[src/rtl/pip_ovl_pkg.sv]
package pip_ovl_pkg;
    parameter int PIX_W = 8;

    typedef struct packed {
        logic [PIX_W-1:0] y;
        logic [PIX_W-1:0] u;
        logic [PIX_W-1:0] v;
    } pix_t;

    localparam logic [PIX_W-1:0] CHROMA_MID = PIX_W'(1) << (PIX_W - 1);
    localparam pix_t BLACK_PIX = {{PIX_W{1'b0}}, CHROMA_MID, CHROMA_MID};

    typedef struct packed {
        pix_t pix;
        logic primed;
    } mix_state_t;
endpackage

[src/rtl/ovl_geom.sv]
module ovl_geom #(
    parameter int XW  = 10,
    parameter int YW  = 10,
    parameter int FWW = 4
) (
    input  logic [XW-1:0]  px_x,
    input  logic [YW-1:0]  px_y,
    input  logic [XW-1:0]  win_x0,
    input  logic [YW-1:0]  win_y0,
    input  logic [XW-1:0]  win_x1,
    input  logic [YW-1:0]  win_y1,
    input  logic           frm_en,
    input  logic [FWW-1:0] frm_wh,
    input  logic [FWW-1:0] frm_wv,
    output logic           in_win,
    output logic           in_frame,
    output logic [XW-1:0]  dx,
    output logic [YW-1:0]  dy
);
    logic [XW-1:0] dx_r;
    logic [YW-1:0] dy_b;
    logic          edge_h, edge_v;

    always_comb begin
        in_win   = (px_x >= win_x0) && (px_x <= win_x1) &&
                   (px_y >= win_y0) && (px_y <= win_y1);
        dx       = px_x - win_x0;
        dy       = px_y - win_y0;
        dx_r     = win_x1 - px_x;
        dy_b     = win_y1 - px_y;
        edge_h   = (dx < XW'(frm_wh)) || (dx_r < XW'(frm_wh));
        edge_v   = (dy < YW'(frm_wv)) || (dy_b < YW'(frm_wv));
        in_frame = frm_en && in_win && (edge_h || edge_v);
    end
endmodule

[src/rtl/ovl_tile.sv]
module ovl_tile #(
    parameter int XW = 10,
    parameter int YW = 10,
    parameter int NT = 3,
    parameter int IW = 2
) (
    input  logic [XW-1:0] dx,
    input  logic [YW-1:0] dy,
    input  logic [XW-1:0] tile_w,
    input  logic [YW-1:0] tile_h,
    input  logic [IW-1:0] sel_col,
    input  logic [IW-1:0] sel_row,
    input  logic          multi_en,
    input  logic          inner_en,
    input  logic          in_win,
    output logic          in_inner,
    output logic          is_sel
);
    localparam int XE = XW + IW + 2;
    localparam int YE = YW + IW + 2;
    localparam int NB = NT - 1;

    logic [NB-1:0] past_c, past_r, band_c, band_r;
    logic [IW-1:0] col, row;
    logic [XE-1:0] dxe;
    logic [YE-1:0] dye;

    assign dxe = XE'(dx);
    assign dye = YE'(dy);

    for (genvar k = 1; k < NT; k++) begin : g_bound
        logic [XE-1:0] bx;
        logic [YE-1:0] by;
        assign bx = XE'(k) * XE'(tile_w);
        assign by = YE'(k) * YE'(tile_h);
        assign past_c[k-1] = dxe >= bx;
        assign past_r[k-1] = dye >= by;
        assign band_c[k-1] = (dxe + XE'(2) >= bx) && (dxe <= bx + XE'(1));
        assign band_r[k-1] = (dye + YE'(1) >= by) && (dye <= by);
    end

    always_comb begin
        col = '0;
        row = '0;
        for (int i = 0; i < NB; i++) begin
            col = col + IW'(past_c[i]);
            row = row + IW'(past_r[i]);
        end
        is_sel   = !multi_en || ((col == sel_col) && (row == sel_row));
        in_inner = multi_en && inner_en && in_win && ((|band_c) || (|band_r));
    end
endmodule

[src/rtl/ovl_colour.sv]
module ovl_colour
    import pip_ovl_pkg::*;
#(
    parameter int CW  = 4,
    parameter int BGW = 2
) (
    input  logic [CW-1:0]  frm_y,
    input  logic [CW-1:0]  frm_u,
    input  logic [CW-1:0]  frm_v,
    input  logic [BGW-1:0] bg_y,
    input  logic [BGW-1:0] bg_u,
    input  logic [BGW-1:0] bg_v,
    output pix_t           frm_pix,
    output pix_t           bg_pix
);
    localparam int FPAD = PIX_W - CW;
    localparam int BPAD = PIX_W - BGW;

    always_comb begin
        frm_pix.y = {frm_y, {FPAD{1'b0}}};
        frm_pix.u = {frm_u, {FPAD{1'b0}}};
        frm_pix.v = {frm_v, {FPAD{1'b0}}};
        bg_pix.y  = {bg_y, {BPAD{1'b0}}};
        bg_pix.u  = {bg_u, {BPAD{1'b0}}};
        bg_pix.v  = {bg_v, {BPAD{1'b0}}};
    end
endmodule

[src/rtl/pip_overlay_mixer.sv]
module pip_overlay_mixer
    import pip_ovl_pkg::*;
#(
    parameter int XW  = 10,
    parameter int YW  = 10,
    parameter int FWW = 4,
    parameter int CW  = 4,
    parameter int BGW = 2,
    parameter int NT  = 3,
    localparam int IW = (NT > 1) ? $clog2(NT) : 1
) (
    input  logic             clk,
    input  logic             rst_n,
    input  logic [XW-1:0]    px_x,
    input  logic [YW-1:0]    px_y,
    input  logic [XW-1:0]    win_x0,
    input  logic [YW-1:0]    win_y0,
    input  logic [XW-1:0]    win_x1,
    input  logic [YW-1:0]    win_y1,
    input  logic             frm_en,
    input  logic [FWW-1:0]   frm_wh,
    input  logic [FWW-1:0]   frm_wv,
    input  logic [CW-1:0]    frm_y,
    input  logic [CW-1:0]    frm_u,
    input  logic [CW-1:0]    frm_v,
    input  logic [BGW-1:0]   bg_y,
    input  logic [BGW-1:0]   bg_u,
    input  logic [BGW-1:0]   bg_v,
    input  logic             multi_en,
    input  logic             inner_en,
    input  logic             mbg_sel,
    input  logic [XW-1:0]    tile_w,
    input  logic [YW-1:0]    tile_h,
    input  logic [IW-1:0]    sel_col,
    input  logic [IW-1:0]    sel_row,
    input  logic             blank_en,
    input  logic             hl_en,
    input  logic [PIX_W-1:0] vid_y,
    input  logic [PIX_W-1:0] vid_u,
    input  logic [PIX_W-1:0] vid_v,
    output logic [PIX_W-1:0] out_y,
    output logic [PIX_W-1:0] out_u,
    output logic [PIX_W-1:0] out_v
);
    logic          in_win, in_frame, in_inner, is_sel;
    logic [XW-1:0] dx;
    logic [YW-1:0] dy;
    pix_t          frm_pix, bg_pix, vid_pix;
    mix_state_t    st_d, st_q;

    ovl_geom #(.XW(XW), .YW(YW), .FWW(FWW)) u_geom (
        .px_x(px_x), .px_y(px_y),
        .win_x0(win_x0), .win_y0(win_y0), .win_x1(win_x1), .win_y1(win_y1),
        .frm_en(frm_en), .frm_wh(frm_wh), .frm_wv(frm_wv),
        .in_win(in_win), .in_frame(in_frame), .dx(dx), .dy(dy)
    );

    ovl_tile #(.XW(XW), .YW(YW), .NT(NT), .IW(IW)) u_tile (
        .dx(dx), .dy(dy), .tile_w(tile_w), .tile_h(tile_h),
        .sel_col(sel_col), .sel_row(sel_row),
        .multi_en(multi_en), .inner_en(inner_en), .in_win(in_win),
        .in_inner(in_inner), .is_sel(is_sel)
    );

    ovl_colour #(.CW(CW), .BGW(BGW)) u_colour (
        .frm_y(frm_y), .frm_u(frm_u), .frm_v(frm_v),
        .bg_y(bg_y), .bg_u(bg_u), .bg_v(bg_v),
        .frm_pix(frm_pix), .bg_pix(bg_pix)
    );

    assign vid_pix = {vid_y, vid_u, vid_v};

    // Priority ladder: outer border, separator, blank, video, outside colour
    always_comb begin
        st_d        = st_q;
        st_d.primed = 1'b1;
        if (in_frame || in_inner) begin
            st_d.pix = frm_pix;
            if (hl_en && is_sel) st_d.pix.y = '1;
        end else if (in_win && blank_en && is_sel) begin
            st_d.pix = bg_pix;
        end else if (in_win) begin
            st_d.pix = vid_pix;
        end else if (multi_en && !mbg_sel) begin
            st_d.pix = BLACK_PIX;
        end else begin
            st_d.pix = bg_pix;
        end
    end

    always_ff @(posedge clk or negedge rst_n) begin
        if (!rst_n) begin
            st_q.pix    <= BLACK_PIX;
            st_q.primed <= 1'b0;
        end else begin
            st_q <= st_d;
        end
    end

    assign out_y = st_q.pix.y;
    assign out_u = st_q.pix.u;
    assign out_v = st_q.pix.v;


    single_outside_bg_chk: assert property (@(posedge clk) disable iff (!rst_n)
        (st_q.primed && $past(!in_win && !multi_en)) |->
        ({out_y, out_u, out_v} == $past(bg_pix)));


    multi_outside_black_chk: assert property (@(posedge clk) disable iff (!rst_n)
        (st_q.primed && $past(!in_win && multi_en && !mbg_sel)) |->
        ({out_y, out_u, out_v} == BLACK_PIX));


    highlight_peak_chk: assert property (@(posedge clk) disable iff (!rst_n)
        (st_q.primed && $past((in_frame || in_inner) && hl_en && is_sel)) |->
        (out_y == {PIX_W{1'b1}}));


    frame_low_bits_chk: assert property (@(posedge clk) disable iff (!rst_n)
        (st_q.primed && $past(in_frame && !hl_en)) |->
        (out_y[PIX_W-CW-1:0] == '0 && out_u[PIX_W-CW-1:0] == '0 &&
         out_v[PIX_W-CW-1:0] == '0));


    video_pass_chk: assert property (@(posedge clk) disable iff (!rst_n)
        (st_q.primed && $past(in_win && !in_frame && !in_inner && !(blank_en && is_sel))) |->
        ({out_y, out_u, out_v} == $past(vid_pix)));


    inner_needs_multi_chk: assert property (@(posedge clk) disable iff (!rst_n)
        in_inner |-> (multi_en && inner_en && in_win));
endmodule

[config.mk]
export PLATFORM = sky130hd
export DESIGN_NAME = pip_overlay_mixer
export DESIGN_NICKNAME = d
export VERILOG_FILES = /design/src/rtl/pip_ovl_pkg.sv /design/src/rtl/ovl_geom.sv /design/src/rtl/ovl_tile.sv /design/src/rtl/ovl_colour.sv /design/src/rtl/pip_overlay_mixer.sv
export SDC_FILE = /design/constraint.sdc
export NUM_CORES = 1
export LEC_CHECK = 0
export BUFFER_PORTS_ARGS = -buffer_cell sky130_fd_sc_hd__buf_2
export CORE_MARGIN = 3
export CORE_UTILIZATION = 30
export CTS_BUF_LIST = sky130_fd_sc_hd__clkbuf_4 sky130_fd_sc_hd__clkbuf_8
export DETAILED_ROUTE_END_ITERATION = 6
export GPL_TIMING_DRIVEN = 0
export HOLD_SLACK_MARGIN = 0.03
export PLACE_DENSITY_LB_ADDON = 0.05
export SYNTH_ARGS = -nofsm -noshare
export SYNTH_HDL_FRONTEND = slang
export SYNTH_SLANG_ARGS = --single-unit
[constraint.sdc]
create_clock -name clk -period 0.9 [get_ports clk]
set_input_delay 0.18 -clock clk [delete_from_list [all_inputs] [get_ports clk]]
set_output_delay 0.18 -clock clk [all_outputs]
set_load 0.1 [all_outputs]
==> flow_metrics.py <==
metrics = {
    "status": {
        "status": "complete, but fails checks",
        "violations": "hold timing, setup timing",
    },
    "yosys": {
        "synth_edf_count": 0,
        "async_flop_share_pct": 100,
        "synth_fp_nets": 1004,
        "yosys.area.top_type": "ha_1",
        "ys_seq_area_share_pct": 10.4,
        "synth_area_leaders": "ha_1 (31%), dfrtp_1 (9.5%), inv_1 (6.5%)",
        "syn_area_per_cell_um2": 8.11,
        "ys_warn_count": 0,
        "mappedNetlistArea_mm2": 0.00578,
        "synth_top_area_share_pct": 31.4,
        "synth_cell_types": 72,
        "synth_ff_type": "dfrtp_1",
        "synth-seq-cells": 24,
        "synthCells": 713,
    },
    "finish": {
        "layout_commonest_cell": "buf_2",
        "fin_util_pct": 44.7,
        "multi_input_area_mm2": 0.00533,
        "seq_area_um2": 636,
        "fill_cells": 1870,
        "num_antenna_cells": 0,
        "drive_above_1_share_pct": 36.5,
        "final_cells": 1194,
        "layout_common_cells": "buf_2 (139), ha_1 (136), inv_1 (95)",
        "final_nets": 1226,
        "syn_to_final_growth_pct": 45.5,
    },
    "worst_setup_path": {
        "crit_arrival_ns": 4.31,
        "crit_path_start_kind": "primary input",
        "required_ns": 1.06,
        "crit_type": "in -> reg",
        "crit_slowest_cell": "fa_2",
        "slowest_delay_ns": 0.34,
        "crit_top_cell": "ha_4",
        "cp_cell_sequence": "buf_12 -> inv_12 -> ha_4 -> inv_2 -> fa_2 -> a21o_1 -> a221oi_4 -> buf_4 -> o21ai_4 -> xor2_4 -> ha_4 -> o21a_1 -> o21a_1 -> o221ai_2 -> o31ai_4 -> ha_4 -> xor2_4 -> o41ai_4 -> a21oi_4 -> a31oi_4 -> buf_12 -> a22o_1 -> mux2_4",
        "endpoint_kind": "register",
        "worstPathMaxFanout": 4,
        "crit_buf_inv": 5,
        "cp_top_family": "compound AO/OA/AOI/OAI gates",
    },
    "drt": {
        "ant_nets": 0,
        "drc": 0,
        "routed_via_density": 4.96,
        "drt-wirelength-per-cell_um": 15.3,
        "drt-total-wl_mm": 18.3,
        "dr.first_iter.drc_count": 142,
        "firstDrtPassIters": 4,
        "vias": 5928,
    },
    "die": {
        "start_util_pct": 30.7,
        "num_rows": 50,
        "core_mm2": 0.0188,
        "die_area_mm2": 0.0210,
        "boundaryPins": 166,
        "die_x_um": 145,
        "die_h_um": 145,
    },
    "global_route": {
        "grt_pass1_wl_mm": 29.0,
        "grt_usage_pct": 16.7,
        "grt_max_degree": 25,
        "antenna_found_initial": 0,
        "grt_pass1_vias": 5889,
        "overflow": 0,
    },
    "cts": {
        "root_buffer": "clkbuf_8",
        "clk_path_buf_depth": 2,
        "cts_tree": "built",
        "path_clk_slew_ns": 0.09,
        "cts_inserted_buffers": 3,
        "cts.sinks": 24,
        "cts_max_level": 1,
    },
    "timing": {
        "fmax_mhz": 241,
        "worstMarginPinSlew_ns": 0.565,
        "whs_ns": -0.104,
        "rsz0062_at_grt": "yes",
        "setup_violations": 48,
        "period_share_pct": 461,
        "period_needed_ns": 4.15,
        "relSlewSlack_pct": 62.3,
        "maxSlewViolCount": 0,
        "finalSetupTns_ns": -79.89,
        "layout_setup_ws_ns": -3.25,
        "hold_viol": 22,
    },
    "placement": {
        "dp_cells": 1138,
        "dp_slack_ns": -4.06,
        "hpwl_mm": 15.4,
        "io_buffers": 165,
        "gp_congestion": 0.862,
    },
    "pwr": {
        "peakVddDrop_mv": 0.540,
        "leakage_nw": 4.16,
        "power_density_mw_per_mm2": 1110,
    },
    "job": {
        "maxCapViolations": 0,
    },
    "min_path": {
        "hp-class": "in -> async",
    },
}
area by class of cell:
class / count / share of cell area, %
plain buffers: 5 / 0.818
clock inverters: 1 / 0.357
inverters: 100 / 4.64
multi-input cells: 583 / 63.3
well taps: 260 / 3.87
repair buffers: 218 / 18.9
flip-flops and latches: 24 / 7.56
clock buffers: 3 / 0.491
registers in the layout, indices dropped and copies added, names as in the netlist:
register and count:
out_u 8, out_y 8, out_v 8
power breakdown:
group / total [W] / switching (W) / internal (W)
Sequential: 0.00115 / 0.0000244 / 0.00112
Clock: 0.000941 / 0.000347 / 0.000594
Combinational: 0.00723 / 0.00381 / 0.00342
cells in the mapped netlist, types with 3 or more instances:
library cell and instances:
nand2_1 33, a21o_1 18, a22o_1 6, inv_1 100, xnor2_1 27, nor2_1 30, and2_1 13, o221ai_1 3
nor3b_1 6, nand3_1 17, mux2i_1 10, o22ai_1 3, nand4_1 18, or2_2 3, xor2_1 18, nor4_1 7
nand2b_1 7, a22oi_1 6, a2111oi_0 3, nor2b_1 12, o21a_1 16, or3_1 3, o21bai_1 7, o211ai_1 4
nand4b_1 3, nor3_1 18, dfrtp_1 22, o21ai_0 29, a211oi_1 4, a31oi_1 7, ha_1 145, or4_1 5
and3_1 6, fa_1 4, a21oi_1 44, mux2_1 4, and4_1 3, o21ai_1 4
cell families after synthesis:
family,after synthesis,synth area share [%]
multiplexers,15,2.71
adder cells (fa/ha/maj),149,32.8
XOR/XNOR,45,6.82
AND/OR/NAND/NOR,192,18.2
AO/OA/AOI/OAI,182,21.6
flip-flops,24,10.4
buffers and inverters,106,7.45
routing by layer:
layer	GRT usage (%)	wire length (um)	up-vias
met2	30.7	9360	117
met4	1.96	173	0
met3	0.854	615	14
li1	-	-	3035
met1	22.2	8130	2762
met5	0	0	-
timing repair:
item,in CTS,in global routing
buffers inserted,39,13
gates cloned,1,0
endpoints found under the hold margin,22,22
setup endpoints to repair,48,48
gates resized for setup,138,31
pin swaps,41,18
final timing paths:
path / cells after the start / slack, ns / endpoint / start
max: 23 / -3.25 / out_u[6] / px_y[0]
min: 1 / -0.10 / out_v[5] / rst_n
max in group asynchronous: 1 / 0.59 / out_y[2] / rst_n
min in group clk: 2 / 0.11 / out_u[2] / vid_u[2]
per-stage QoR:
stage	power, W	area (um^2)
3_3_place_gp	0.00682	7100
3_5_place_dp	0.00690	7100
5_1_grt	0.0102	8410
6_report	0.00932	8410
2_1_floorplan	0.00533	5950
4_1_cts	0.00901	8150
No activity file was read; power rests on OpenSTA's default activity.
